File: config.mk
export PLATFORM = sky130hd
export DESIGN_NAME = uart_regbank
export DESIGN_NICKNAME = d
export VERILOG_FILES = /design/src/rtl/uart_regbank_pkg.sv /design/src/rtl/uart_regbank_decode.sv /design/src/rtl/uart_regbank_cfg.sv /design/src/rtl/uart_regbank_irq.sv /design/src/rtl/uart_regbank.sv
export SDC_FILE = /design/constraint.sdc
export NUM_CORES = 1
export LEC_CHECK = 0
export BUFFER_PORTS_ARGS = -buffer_cell sky130_fd_sc_hd__buf_2
export CORE_MARGIN = 2
export CORE_UTILIZATION = 40
export CTS_BUF_LIST = sky130_fd_sc_hd__clkbuf_8
export CTS_CLUSTER_SIZE = 16
export DETAILED_ROUTE_END_ITERATION = 16
export PLACE_DENSITY = 0.65
export SETUP_SLACK_MARGIN = 0.05
export SKIP_CTS_REPAIR_TIMING = 1
export SLEW_MARGIN = 20
export SYNTH_ARGS = -nofsm -noshare
export SYNTH_HDL_FRONTEND = slang
export SYNTH_SLANG_ARGS = --single-unit
File: constraint.sdc
create_clock -name clk -period 3.2 [get_ports clk]
set_input_delay 0.16 -clock clk [delete_from_list [all_inputs] [get_ports clk]]
set_output_delay 0.16 -clock clk [all_outputs]
set_load 0.02 [all_outputs]
File: src/rtl/uart_regbank_pkg.sv
package uart_regbank_pkg;
  // register indexes (byte address / 4)
  localparam int IDX_DATA  = 0;
  localparam int IDX_RSR   = 1;
  localparam int IDX_FLAG  = 6;
  localparam int IDX_ILPR  = 8;
  localparam int IDX_IBRD  = 9;
  localparam int IDX_FBRD  = 10;
  localparam int IDX_LCR   = 11;
  localparam int IDX_CR    = 12;
  localparam int IDX_IFLS  = 13;
  localparam int IDX_IMSC  = 14;
  localparam int IDX_RIS   = 15;
  localparam int IDX_MIS   = 16;
  localparam int IDX_ICR   = 17;
  localparam int IDX_DMACR = 18;
  localparam int NUM_IDX   = 19;

  // raw interrupt bit positions
  localparam int BIT_RX = 4;
  localparam int BIT_TX = 5;

  // plain configuration slots
  localparam int NUM_CFG   = 7;
  localparam int CFG_ILPR  = 0;
  localparam int CFG_IBRD  = 1;
  localparam int CFG_FBRD  = 2;
  localparam int CFG_LCR   = 3;
  localparam int CFG_CR    = 4;
  localparam int CFG_IFLS  = 5;
  localparam int CFG_DMACR = 6;

  localparam int LCR_FIFO_EN = 4;

  function automatic int cfg_index(input int slot);
    case (slot)
      CFG_ILPR:  return IDX_ILPR;
      CFG_IBRD:  return IDX_IBRD;
      CFG_FBRD:  return IDX_FBRD;
      CFG_LCR:   return IDX_LCR;
      CFG_CR:    return IDX_CR;
      CFG_IFLS:  return IDX_IFLS;
      default:   return IDX_DMACR;
    endcase
  endfunction

  function automatic logic [31:0] cfg_reset(input int slot);
    case (slot)
      CFG_IFLS: return 32'h12;
      CFG_CR:   return 32'h300;
      default:  return 32'h0;
    endcase
  endfunction

  function automatic logic [7:0] id_byte(input logic [2:0] k);
    case (k)
      3'd0: return 8'h11;
      3'd1: return 8'h10;
      3'd2: return 8'h14;
      3'd3: return 8'h00;
      3'd4: return 8'h0D;
      3'd5: return 8'hF0;
      3'd6: return 8'h05;
      default: return 8'hB1;
    endcase
  endfunction
endpackage

File: src/rtl/uart_regbank_decode.sv
module uart_regbank_decode
  import uart_regbank_pkg::*;
#(
  parameter int ADDR_W = 12
) (
  input  logic               clk,
  input  logic               rst,
  input  logic               sel,
  input  logic               wr,
  input  logic [ADDR_W-1:0]  addr,
  output logic [NUM_IDX-1:0] wr_hit,
  output logic [NUM_IDX-1:0] rd_hit,
  output logic               id_hit,
  output logic [2:0]         id_sel
);
  localparam int IDX_W = ADDR_W - 2;

  logic [IDX_W-1:0] idx;
  logic             unused_lsb;

  assign idx        = addr[ADDR_W-1:2];
  assign unused_lsb = ^addr[1:0];

  for (genvar g = 0; g < NUM_IDX; g++) begin : g_hit
    assign wr_hit[g] = sel &  wr & (idx == IDX_W'(g));
    assign rd_hit[g] = sel & ~wr & (idx == IDX_W'(g));
  end

  // identification window: the top 32 bytes of the address space
  assign id_hit = sel & ~wr & (&addr[ADDR_W-1:5]);
  assign id_sel = addr[4:2];

  a_r1_one_write_strobe: assert property (@(posedge clk) disable iff (rst)
    $onehot0(wr_hit));
  a_r3_id_excl: assert property (@(posedge clk) disable iff (rst)
    id_hit |-> (rd_hit == '0));
endmodule

File: src/rtl/uart_regbank_cfg.sv
module uart_regbank_cfg
  import uart_regbank_pkg::*;
#(
  parameter int DATA_W = 32
) (
  input  logic                           clk,
  input  logic                           rst,
  input  logic [NUM_CFG-1:0]             wr_en,
  input  logic [DATA_W-1:0]              wdata,
  output logic [NUM_CFG-1:0][DATA_W-1:0] cfg_q,
  output logic                           fifo_flush
);
  for (genvar c = 0; c < NUM_CFG; c++) begin : g_cfg
    always_ff @(posedge clk) begin
      if (rst)           cfg_q[c] <= DATA_W'(cfg_reset(c));
      else if (wr_en[c]) cfg_q[c] <= wdata;
    end
  end

  always_ff @(posedge clk) begin
    if (rst) fifo_flush <= 1'b0;
    else     fifo_flush <= wr_en[CFG_LCR] &
                           (wdata[LCR_FIFO_EN] != cfg_q[CFG_LCR][LCR_FIFO_EN]);
  end

  a_r12_flush_on_toggle: assert property (@(posedge clk) disable iff (rst)
    fifo_flush |-> (cfg_q[CFG_LCR][LCR_FIFO_EN] != $past(cfg_q[CFG_LCR][LCR_FIFO_EN])));
  a_r1_hold_without_write: assert property (@(posedge clk) disable iff (rst)
    (wr_en == '0) |=> $stable(cfg_q));
endmodule

File: src/rtl/uart_regbank_irq.sv
module uart_regbank_irq
  import uart_regbank_pkg::*;
#(
  parameter int IRQ_W = 11,
  parameter int CNT_W = 5
) (
  input  logic             clk,
  input  logic             rst,
  input  logic             mask_wr,
  input  logic             clr_wr,
  input  logic             tx_wr,
  input  logic             data_rd,
  input  logic [CNT_W-1:0] rx_count,
  input  logic [IRQ_W-1:0] evt_set,
  input  logic [IRQ_W-1:0] wval,
  output logic [IRQ_W-1:0] raw_q,
  output logic [IRQ_W-1:0] mask_q,
  output logic             irq_o
);
  logic [IRQ_W-1:0] raw_n;

  // clears first, then sets, so a set in the same cycle wins
  always_comb begin
    raw_n = raw_q;
    if (clr_wr) raw_n = raw_n & ~wval;
    if (data_rd && rx_count == CNT_W'(1)) raw_n[BIT_RX] = 1'b0;
    raw_n = raw_n | evt_set;
    if (tx_wr) raw_n[BIT_TX] = 1'b1;
  end

  always_ff @(posedge clk) begin
    if (rst) begin
      raw_q  <= '0;
      mask_q <= '0;
      irq_o  <= 1'b0;
    end else begin
      raw_q <= raw_n;
      if (mask_wr) mask_q <= wval;
      irq_o <= |(raw_q & mask_q);
    end
  end

  a_r5_tx_sets_raw: assert property (@(posedge clk) disable iff (rst)
    tx_wr |=> raw_q[BIT_TX]);
  a_r10_clear_bits: assert property (@(posedge clk) disable iff (rst)
    (clr_wr && !tx_wr && evt_set == '0) |=> ((raw_q & $past(wval)) == '0));
  a_r6_rx_last_pop: assert property (@(posedge clk) disable iff (rst)
    (data_rd && rx_count == CNT_W'(1) && !evt_set[BIT_RX]) |=> !raw_q[BIT_RX]);
  a_r11_quiet_when_masked: assert property (@(posedge clk) disable iff (rst)
    ($past(mask_q) == '0) |-> !irq_o);
endmodule

File: src/rtl/uart_regbank.sv
module uart_regbank
  import uart_regbank_pkg::*;
#(
  parameter int ADDR_W     = 12,
  parameter int DATA_W     = 32,
  parameter int IRQ_W      = 11,
  parameter int RX_W       = 12,
  parameter int FIFO_DEPTH = 16
) (
  input  logic                              clk,
  input  logic                              rst,
  input  logic                              bus_sel,
  input  logic                              bus_wr,
  input  logic [ADDR_W-1:0]                 bus_addr,
  input  logic [DATA_W-1:0]                 bus_wdata,
  output logic [DATA_W-1:0]                 bus_rdata,
  output logic                              bus_rvalid,
  output logic                              tx_strobe,
  output logic [7:0]                        tx_byte,
  input  logic                              tx_empty,
  input  logic                              tx_full,
  input  logic [RX_W-1:0]                   rx_data,
  input  logic [$clog2(FIFO_DEPTH+1)-1:0]   rx_count,
  output logic                              rx_pop,
  input  logic [IRQ_W-1:0]                  evt_set,
  output logic                              fifo_flush,
  output logic [DATA_W-1:0]                 cfg_ilpr,
  output logic [DATA_W-1:0]                 cfg_ibrd,
  output logic [DATA_W-1:0]                 cfg_fbrd,
  output logic [DATA_W-1:0]                 cfg_lcr,
  output logic [DATA_W-1:0]                 cfg_cr,
  output logic [DATA_W-1:0]                 cfg_ifls,
  output logic [DATA_W-1:0]                 cfg_dmacr,
  output logic                              irq
);
  localparam int CNT_W = $clog2(FIFO_DEPTH + 1);
  localparam int ERR_W = RX_W - 8;

  logic [NUM_IDX-1:0]             wr_hit, rd_hit;
  logic                           id_hit;
  logic [2:0]                     id_sel;
  logic [NUM_CFG-1:0]             cfg_wr;
  logic [NUM_CFG-1:0][DATA_W-1:0] cfg_q;
  logic [IRQ_W-1:0]               raw_q, mask_q;
  logic [ERR_W-1:0]               rsr_q;
  logic                           rx_full_flag, rx_empty_flag;
  logic [7:0]                     flag_byte;
  logic [DATA_W-1:0]              rd_mux;

  uart_regbank_decode #(.ADDR_W(ADDR_W)) u_decode (
    .clk(clk), .rst(rst), .sel(bus_sel), .wr(bus_wr), .addr(bus_addr),
    .wr_hit(wr_hit), .rd_hit(rd_hit), .id_hit(id_hit), .id_sel(id_sel)
  );

  for (genvar c = 0; c < NUM_CFG; c++) begin : g_cfgwr
    assign cfg_wr[c] = wr_hit[cfg_index(c)];
  end

  uart_regbank_cfg #(.DATA_W(DATA_W)) u_cfg (
    .clk(clk), .rst(rst), .wr_en(cfg_wr), .wdata(bus_wdata),
    .cfg_q(cfg_q), .fifo_flush(fifo_flush)
  );

  uart_regbank_irq #(.IRQ_W(IRQ_W), .CNT_W(CNT_W)) u_irq (
    .clk(clk), .rst(rst),
    .mask_wr(wr_hit[IDX_IMSC]), .clr_wr(wr_hit[IDX_ICR]),
    .tx_wr(wr_hit[IDX_DATA]), .data_rd(rd_hit[IDX_DATA]),
    .rx_count(rx_count), .evt_set(evt_set), .wval(bus_wdata[IRQ_W-1:0]),
    .raw_q(raw_q), .mask_q(mask_q), .irq_o(irq)
  );

  assign cfg_ilpr  = cfg_q[CFG_ILPR];
  assign cfg_ibrd  = cfg_q[CFG_IBRD];
  assign cfg_fbrd  = cfg_q[CFG_FBRD];
  assign cfg_lcr   = cfg_q[CFG_LCR];
  assign cfg_cr    = cfg_q[CFG_CR];
  assign cfg_ifls  = cfg_q[CFG_IFLS];
  assign cfg_dmacr = cfg_q[CFG_DMACR];

  // receive-side pop and status capture
  assign rx_pop = rd_hit[IDX_DATA] & (rx_count != '0);

  always_ff @(posedge clk) begin
    if (rst)                    rsr_q <= '0;
    else if (rd_hit[IDX_DATA])  rsr_q <= rx_data[RX_W-1:8];
    else if (wr_hit[IDX_RSR])   rsr_q <= '0;
  end

  // transmit strobe, registered
  always_ff @(posedge clk) begin
    if (rst) begin
      tx_strobe <= 1'b0;
      tx_byte   <= '0;
    end else begin
      tx_strobe <= wr_hit[IDX_DATA];
      if (wr_hit[IDX_DATA]) tx_byte <= bus_wdata[7:0];
    end
  end

  // flag register from live FIFO status
  assign rx_empty_flag = (rx_count == '0);
  assign rx_full_flag  = cfg_q[CFG_LCR][LCR_FIFO_EN] ? (rx_count == CNT_W'(FIFO_DEPTH))
                                                      : !rx_empty_flag;
  assign flag_byte = {tx_empty, rx_full_flag, tx_full, rx_empty_flag, 4'b0000};

  always_comb begin
    rd_mux = '0;
    if (id_hit)           rd_mux = DATA_W'(id_byte(id_sel));
    if (rd_hit[IDX_DATA]) rd_mux = DATA_W'(rx_data);
    if (rd_hit[IDX_RSR])  rd_mux = DATA_W'(rsr_q);
    if (rd_hit[IDX_FLAG]) rd_mux = DATA_W'(flag_byte);
    if (rd_hit[IDX_IMSC]) rd_mux = DATA_W'(mask_q);
    if (rd_hit[IDX_RIS])  rd_mux = DATA_W'(raw_q);
    if (rd_hit[IDX_MIS])  rd_mux = DATA_W'(raw_q & mask_q);
    for (int c = 0; c < NUM_CFG; c++) begin
      if (rd_hit[cfg_index(c)]) rd_mux = cfg_q[c];
    end
  end

  always_ff @(posedge clk) begin
    if (rst) begin
      bus_rdata  <= '0;
      bus_rvalid <= 1'b0;
    end else begin
      bus_rvalid <= bus_sel & ~bus_wr;
      if (bus_sel && !bus_wr) bus_rdata <= rd_mux;
    end
  end

  a_r13_rvalid_follows_read: assert property (@(posedge clk) disable iff (rst)
    (bus_sel && !bus_wr) |=> bus_rvalid);
  a_r13_no_spurious_rvalid: assert property (@(posedge clk) disable iff (rst)
    !(bus_sel && !bus_wr) |=> !bus_rvalid);
  a_r8_status_cleared: assert property (@(posedge clk) disable iff (rst)
    wr_hit[IDX_RSR] |=> (rsr_q == '0));
  a_r5_tx_byte_passed: assert property (@(posedge clk) disable iff (rst)
    wr_hit[IDX_DATA] |=> (tx_strobe && tx_byte == $past(bus_wdata[7:0])));
  a_r7_pop_needs_data: assert property (@(posedge clk) disable iff (rst)
    rx_pop |-> (rx_count != '0));
endmodule

==> results.txt, run 1 <==
Input and output buffers added on the ports amount to about 340. The leftover overflow at the end of global routing came out at 0. The actual transition at the worst max-transition pin is about 1.2 ns. The routed design has ~57000 um of wire. The number of endpoints failing setup at the final stage came out at 0. The post-synth net total is between 1500 and 2000. Cells with a size suffix above 1 make up 25.6% of the layout. For this design the top-level I/O count stands at 347. In the synthesized netlist the async set-or-reset flop fraction comes to 0%.

The core region is between 0.03 and 0.04 mm^2. STA puts the critical path data required time at 3.70 ns. The total negative slack is 0 ns. The y dimension of the die is around 180 um. The cell count after synthesis came out at between 1500 and 2000. Relative to the synthesized area, the layout overhead comes to 29.3%. The number of global-route vias before repair came out at between 10000 and 15000. The combined flip-flop and latch cell area came out at a little under 0.006 mm^2. The overall global routing resource usage is roughly a third. STA classifies the critical path startpoint as a primary input. The synthesized netlist occupies a cell area of 0.0129 mm^2. The full die area is 0.0336 mm^2.

The post-synthesis average cell area is about 7.7 um^2. The clock latency of the later-clocked register in the worst-skew pair is around 0.59 ns. The startpoint identified for the worst hold timing path is bus_wdata[4]. The number of hold-slack violations in the final timing report was 0.

The unique cell type count in the Yosys netlist came out at 66. The count of unresolved DRC violations after routing is 0. At the placement stage, the worst setup path has a slack of roughly 0.54 ns.

The upper clock frequency limit came out at ~0.46 GHz. The number of antenna violations at the first check in global routing is 3. The type of the tightest min-delay check is in2reg. For the finished layout, the period the worst path requires is 2.19 ns. The final HPWL from detailed placement is approximately 38000 um.

The largest buffer count on any clock path came out at 3. The worst relative slew slack is between 10% and 20%. The global placement routability congestion is about 0.94. The remaining antenna violation count came out at 0. The number of iterations in the first detailed-routing pass is 7. The number of max-slew violations in the final report is 0. The maximum vdd drop is around 0.32 mV. The max-capacitance violation count is 0. The average detailed-routed wire length per instance is approximately 23 um. For hold timing, the worst endpoint is u_cfg.cfg_q[100].

Entering global routing, the biggest net connects about 230 pins. The floorplan has between 60 and 70 rows. The starting density of the core is 40.6%.

Buffers inserted during clock tree synthesis total 52. The synthesis-stage register bit count came out at 294. Dividing the detail-routed via count by the number of cells gives a little under 6.

Dividing total power by cell area gives a power density of about 460 mW/mm^2. Of all nets on the critical path, the largest fanout is 16. Detailed routing inserted a total of about 14000 vias. The analysis attributes to cell leakage a power of approximately 6.7 nW. The classification of the worst setup path is in2reg. The final setup slack of the worst path came out at between 1 and 1.5 ns.

In the layout the commonest cells are 509 x sky130_fd_sc_hd__nand2_1, 342 x sky130_fd_sc_hd__buf_2, 294 x sky130_fd_sc_hd__dfxtp_1. Clock-pin slew was measured on the worst setup and hold paths at 0.06 ns. The worst hold path passes through 3 cells. The leading register cell type out of synthesis is sky130_fd_sc_hd__dfxtp_1. The proportion of synthesized chip area in sequential cells is 45.8%. Setup repair after global routing left no endpoint under its margin. The H-tree generated during clock tree synthesis spans 2 levels. The worst flop-to-flop path startpoint is rsr_q[0]. The flow ran to the end, and the final reports show no timing, DRC or antenna violations. Of the available clock period, the critical path in the final layout requires about 69%. The clock tree from TritonCTS is done. Clock skew on the completed layout was measured at about 0.013 ns. In this run the critical register-to-register path is captured at bus_rdata[0].

The tree built by TritonCTS fans out to around 290 sinks. STA puts the critical path data arrival time at around 2.7 ns. The number of synthesized flops with an enable pin came out at 0. The detailed router's first-iteration violation count came out at 1546. During synthesis, Yosys emitted a total of 0 warnings. The filler cell count in the final layout came out at around 3000. The die outline width came out at 183 um. The minimum setup slack among reg-to-reg paths came out at ~1.6 ns.

The worst setup path is captured at a flop. The number of cells traversed by the worst register-to-register path is 4. The most common library cell in the layout ignoring fill and taps is sky130_fd_sc_hd__nand2_1. The tree is rooted in a sky130_fd_sc_hd__clkbuf_8. The multi-input combinational cells in the finished layout cover a total of around 0.0065 mm^2. The first-pass GRT wire length came out at 82300 um. The net total in the final layout is between 2000 and 2500.
synth_stat cells (3+ instances only):
| master | number | area, um^2 |
|---|---|---|
| sky130_fd_sc_hd__or4b_1 | 4 | 40.0 |
| sky130_fd_sc_hd__o221ai_1 | 7 | 61.3 |
| sky130_fd_sc_hd__and2_1 | 3 | 18.8 |
| sky130_fd_sc_hd__or4_1 | 3 | 22.5 |
| sky130_fd_sc_hd__o21ai_0 | 57 | 285 |
| sky130_fd_sc_hd__mux4_2 | 6 | 135 |
| sky130_fd_sc_hd__and3_1 | 5 | 31.3 |
| sky130_fd_sc_hd__a32o_1 | 4 | 40.0 |
| sky130_fd_sc_hd__nand2_1 | 510 | 1910 |
| sky130_fd_sc_hd__buf_2 | 26 | 130 |
| sky130_fd_sc_hd__o22ai_1 | 11 | 68.8 |
| sky130_fd_sc_hd__clkbuf_1 | 99 | 372 |
| sky130_fd_sc_hd__a221o_1 | 15 | 150 |
| sky130_fd_sc_hd__nor2b_1 | 4 | 25.0 |
| sky130_fd_sc_hd__a31oi_1 | 12 | 75.1 |
| sky130_fd_sc_hd__a22o_1 | 5 | 43.8 |
| sky130_fd_sc_hd__nand2b_1 | 5 | 31.3 |
| sky130_fd_sc_hd__nor4_2 | 3 | 37.5 |
| sky130_fd_sc_hd__o21ai_1 | 3 | 15.0 |
| sky130_fd_sc_hd__nand3_1 | 21 | 105 |
| sky130_fd_sc_hd__nor4_1 | 7 | 43.8 |
| sky130_fd_sc_hd__a222oi_1 | 4 | 40.0 |
| sky130_fd_sc_hd__o31ai_1 | 3 | 22.5 |
| sky130_fd_sc_hd__buf_4 | 4 | 30.0 |
| sky130_fd_sc_hd__dfxtp_1 | 294 | 5890 |
| sky130_fd_sc_hd__nand4_1 | 4 | 25.0 |
| sky130_fd_sc_hd__a22oi_1 | 26 | 195 |
| sky130_fd_sc_hd__buf_1 | 8 | 30.0 |
| sky130_fd_sc_hd__a211oi_1 | 12 | 90.1 |
| sky130_fd_sc_hd__a21oi_1 | 279 | 1400 |
| sky130_fd_sc_hd__nor2_1 | 81 | 304 |
| sky130_fd_sc_hd__nand3b_1 | 7 | 52.6 |
| sky130_fd_sc_hd__a21o_1 | 8 | 60.1 |
| sky130_fd_sc_hd__nor3_2 | 4 | 40.0 |
| sky130_fd_sc_hd__mux2i_1 | 34 | 340 |
| sky130_fd_sc_hd__mux2_2 | 21 | 236 |
| sky130_fd_sc_hd__nor3_1 | 18 | 90.1 |
| sky130_fd_sc_hd__a221oi_1 | 6 | 52.6 |
cell families after synthesis:
logic type                share of synthesized area [%]
and+or+nand+nor                                    22.7
buffers and inverters                              4.52
AOI/OAI and AO/OA                                  21.4
muxes                                              5.54
DFF                                                45.8
xor gates and xnor gates                         0.0681
layout make-up:
| class | count | share of cell area (%) |
|---|---|---|
| multi-input combinational | 1226 | 38.9 |
| sequential | 294 | 35.4 |
| timing repair buffer | 448 | 16.4 |
| clock buffer | 67 | 5.55 |
| tap | 402 | 3.02 |
| clock inverter | 26 | 0.662 |
| inverter | 2 | 0.0451 |
| antenna | 3 | 0.0451 |
worst max path at each step:
stage / from / endpoint / slack (ns) / cells after the start
final: bus_addr[6] / u_cfg.cfg_q[83] / 1.01 / 8
after global routing: bus_addr[6] / u_cfg.cfg_q[115] / 0.97 / 8
after CTS: bus_addr[6] / u_cfg.cfg_q[83] / 1.12 / 8
after detailed placement: bus_addr[6] / u_cfg.cfg_q[127] / 0.54 / 8
after global placement: bus_addr[2] / bus_rdata[17] / 0.47 / 8
after floorplan: bus_addr[11] / bus_rdata[2] / 1.16 / 8
report_power, final:
| group | internal (mW) | leakage [nW] | switching (mW) |
|---|---|---|---|
| combinational | 0.148 | 3.73 | 0.314 |
| clock | 1.87 | 0.615 | 1.60 |
| sequential | 3.68 | 2.37 | 0.0157 |
| total | 5.69 | 6.72 | 1.92 |
sequential cells by signal, summed over array words and instances (netlist names):
signal and flops:
u_cfg.cfg_q 224, bus_rdata 32, u_irq.mask_q 11, u_irq.raw_q 11
tx_byte 8, rsr_q 4, bus_rvalid 1, tx_strobe 1
u_cfg.fifo_flush 1, u_irq.irq_o 1
per-layer routing:
layer | track usage, % | up-vias | wire length [um]
met5 | 0 | - | 0
met4 | 15.6 | 0 | 2890
met3 | 8.00 | 180 | 6380
met2 | 48.7 | 961 | 24700
met1 | 43.2 | 6705 | 22600
li1 | - | 6480 | -
metrics by stage:
| stage | hold WS [ns] | area, um^2 | power, mW | cells | util (%) |
|---|---|---|---|---|---|
| after floorplan | 0.277 | 12900 | 3.97 | 1660 | - |
| after global placement | 0.369 | 15100 | 4.17 | 2324 | 47.7 |
| after detailed placement | 0.373 | 15100 | 4.17 | 2324 | 47.8 |
| after CTS | -0.237 | 16100 | 7.58 | 2417 | 51.0 |
| after global routing | 0.00193 | 16600 | 7.85 | 2468 | 52.6 |
| final | 0.00554 | 16600 | 7.62 | 2468 | 52.6 |
critical path: stages:
cell and delay [ns]:
sky130_fd_sc_hd__buf_2 0.20, sky130_fd_sc_hd__or4_1 0.72, sky130_fd_sc_hd__nor3_2 0.41, sky130_fd_sc_hd__nand3b_1 0.41, sky130_fd_sc_hd__nor2_4 0.21, sky130_fd_sc_hd__buf_4 0.31, sky130_fd_sc_hd__nand2_1 0.11, sky130_fd_sc_hd__a21oi_1 0.13
Note: power is estimated with default switching activity, not from simulation.
==> run 2, diff against run 1 <==
Clock period 3.2 ns to 2.1 ns, I/O delays scaled along.
==> run 2 against run 1 <==
Against the previous run: the run now ends with hold timing left; worst hold slack lost 0.026 ns; flip-flop and latch count is the same; die area is the same; highest routed layer unchanged; combinational power grew 69%; total power grew 53%; critical path depth grew 1; register-to-register slack lost 1.2 ns; critical path type is now in2out; utilization grew 3.5 points.
==> results.txt, run 2 (same netlist as run 1, synthesis figures left out) <==
The total clock buffers created by CTS is 49 (was 52). The y dimension of the die is 183 um (unchanged). The largest net degree at the start of global routing came out at 87 (was 229). The setup skew after layout came to 0.0176 ns (was 0.0127 ns). The actual transition at the worst max-transition pin came out at 1.12 ns (was 1.23 ns).

The checks that failed: hold timing. The area overhead of the layout relative to synthesis is 37.9% (was 29.3%). The number of hold-slack violations in the final timing report came out at 1 (was 0). The filler cell count in the final layout came out at 3003 (was 3004).

The clock latency of the later-clocked register in the worst-skew pair came out at 0.58 ns (was 0.59 ns). The number of clock sinks seen by CTS came out at 294 (unchanged). The count of unresolved DRC violations after routing is 0 (unchanged). Registers with the most flip-flops: u_cfg.cfg_q x224, bus_rdata x32 (unchanged). The maximum vdd drop came out at 0.358 mV (was 0.321 mV). The clock tree root driver cell is sky130_fd_sc_hd__clkbuf_8 (unchanged). The register containing the most flip-flops in the final layout is u_cfg.cfg_q (unchanged). The overall global routing resource usage was 33.4% (was 32.3%).

The classification of the worst setup path is in2out (was in2reg). The highest net fanout along the worst path came to 13 (was 16). The global placement routability congestion came out at 0.979 (was 0.941). The detailed router's first-iteration violation count came out at 1467 (was 1546). The final critical-path share of the clock period is around 90%. The number of endpoints failing setup at the final stage came out at 0 (unchanged). The number of antenna violations at the first check in global routing was 0 (was 3). The number of global-route vias before repair is 13600 (was 13100). Status: complete, but fails checks (was complete, no violations). Setup repair after global routing missed its margin: no (unchanged). The die outline width came to 183 um (unchanged). The most common library cell in the layout ignoring fill and taps is sky130_fd_sc_hd__nand2_1 (unchanged). The worst flop-to-flop path startpoint was rsr_q[0] (unchanged).

The worst endpoint data arrival time is 1.80 ns (was 2.69 ns). The number of flip-flops under the largest register name was 224 (unchanged). The startpoint of the lowest-slack hold path is tx_empty (was bus_wdata[4]).

The area taken by multi-input logic gates is 0.00647 mm^2 (about the same). The full die area is 0.0336 mm^2 (unchanged). The clock tree from TritonCTS is done (unchanged). Most used cells in the layout excluding fill and tap cells: 509 x sky130_fd_sc_hd__nand2_1, 342 x sky130_fd_sc_hd__buf_2, 294 x sky130_fd_sc_hd__dfxtp_1 (unchanged). The hold path depth is 3 (unchanged). The net total in the final layout came out at 2216 (was 2102). The type of origin of the critical path was a primary input (unchanged). The combined flip-flop and latch cell area is 0.00589 mm^2 (unchanged). The critical register-to-register path endpoint is bus_rdata[0] (unchanged). The post-placement cell area is 0.0162 mm^2 (was 0.0151 mm^2). The via count came out at 14600 (was 14300). The number of I/O pins is 347 (unchanged). The number of iterations in the first detailed-routing pass is 5 (was 7).

The remaining antenna violation count came out at 0 (unchanged). The number of max-slew violations in the final report is 0 (unchanged). The average detailed-routed wire length per instance is 22.5 um (was 22.9 um). The post-layout utilization of the core is 56.0% (was 52.6%). The largest buffer count on any clock path is 3 (unchanged). The area of the placeable core was 0.0316 mm^2 (unchanged). The first-pass GRT wire length was 84700 um (was 82300 um). The sink of the worst hold path is bus_rdata[7] (was u_cfg.cfg_q[100]). The leakage component of the power came to 7.31 nW (was 6.72 nW). The number of cells traversed by the worst register-to-register path came to 5 (was 4). The detailed-route vias per instance came out at 5.66 (was 5.80).

The starting density of the core came to 40.6% (unchanged). The kind of end point of the critical path is an output pin (was flop). The critical path data required time is 2.00 ns (was 3.70 ns). The max-capacitance violation count is 0 (unchanged). The fraction of layout cells with a size suffix above 1 is 29.6% (was 25.6%). The number of buffers added on ports came out at 344 (unchanged).

The clock-pin slew on the worst setup and hold paths came out at 0.06 ns (about the same). The worst slack on hold paths is -0.0206 ns (was 0.00554 ns). The antenna diode instance count came to 0 (was 3). Timing would allow up to roughly 0.53 GHz. The count of standard-cell rows is 65 (unchanged). The final wirelength is 57900 um (was 56600 um).

The final HPWL from detailed placement is 41800 um (was 38300 um). The type of the tightest min-delay check is in2reg (unchanged). The worst relative slew slack is 25.3% (was 18.1%). The leftover overflow at the end of global routing came to 0 (unchanged). The final design area excluding fillers came out at 0.0177 mm^2 (was 0.0166 mm^2).

The power per unit of standard cell area is 658 mW/mm^2 (was 458 mW/mm^2). The clock period could shrink to around 1.9 ns. The minimum setup slack among reg-to-reg paths is 0.38 ns (was 1.58 ns). The H-tree depth reported by CTS is 2 (unchanged).
-- run 2: cell types whose count changed in the layout (fill, tap and decap cells not counted), sizes merged, moves of 2 or more --
cell         change
dlygate4sd3      +2
clkbuf           -2
buf            +115
diode            -3
inv              -7
-- run 2: per-stage QoR --
stage          hold slack [ns]  power, mW  setup slack, ns  TNS, ns  instances
4_1_cts                 -0.276       11.6            0.174        0       2525
6_report               -0.0206       11.7            0.198        0       2575
3_3_place_gp             0.309       6.44           -0.386   -22.04       2439
2_1_floorplan            0.222       6.05            0.120        0       1660
5_1_grt                0.00336       12.0            0.172        0       2575
3_5_place_dp             0.326       6.44           -0.396   -17.26       2439
-- run 2: layer usage --
layer	wire (um)	up-vias	GRT usage, %
li1	-	6711	-
met1	24000	6872	45.2
met2	25600	817	52.4
met3	5710	167	6.39
met4	2550	0	14.0
met5	0	-	0
-- run 2: worst max-delay path, stage by stage --
cell                      delay, ns
sky130_fd_sc_hd__buf_2         0.10
sky130_fd_sc_hd__buf_4         0.12
sky130_fd_sc_hd__buf_4         0.18
sky130_fd_sc_hd__nor4_1        0.31
sky130_fd_sc_hd__buf_4         0.20
sky130_fd_sc_hd__nand2_1       0.15
sky130_fd_sc_hd__buf_4         0.21
sky130_fd_sc_hd__nor3_1        0.22
sky130_fd_sc_hd__buf_2         0.21
-- run 2: how the worst max path moves through the flow --
stage	startpoint	endpoint	slack, ns
floorplan	bus_addr[11]	bus_rdata[2]	0.12
global placement	bus_addr[11]	bus_rdata[11]	-0.39
detailed placement	bus_addr[11]	bus_rdata[11]	-0.40
CTS	bus_addr[11]	bus_rdata[11]	0.17
global route	bus_addr[6]	rx_pop	0.17
finish	bus_addr[6]	rx_pop	0.20
-- run 2: power by group --
group	internal, mW	leakage, nW	switching [mW]
registers	5.60	2.37	0.0289
clock network	2.88	0.580	2.37
logic	0.285	4.36	0.495
-- run 2: area by class of cell --
cell class,instances,area share [%]
Timing Repair Buffer,565,21.7
Tap cell,402,2.84
Clock buffer,65,5.05
Multi-Input combinational cell,1226,36.5
Clock inverter,21,0.706
Inverter,2,0.0423
Sequential cell,294,33.2
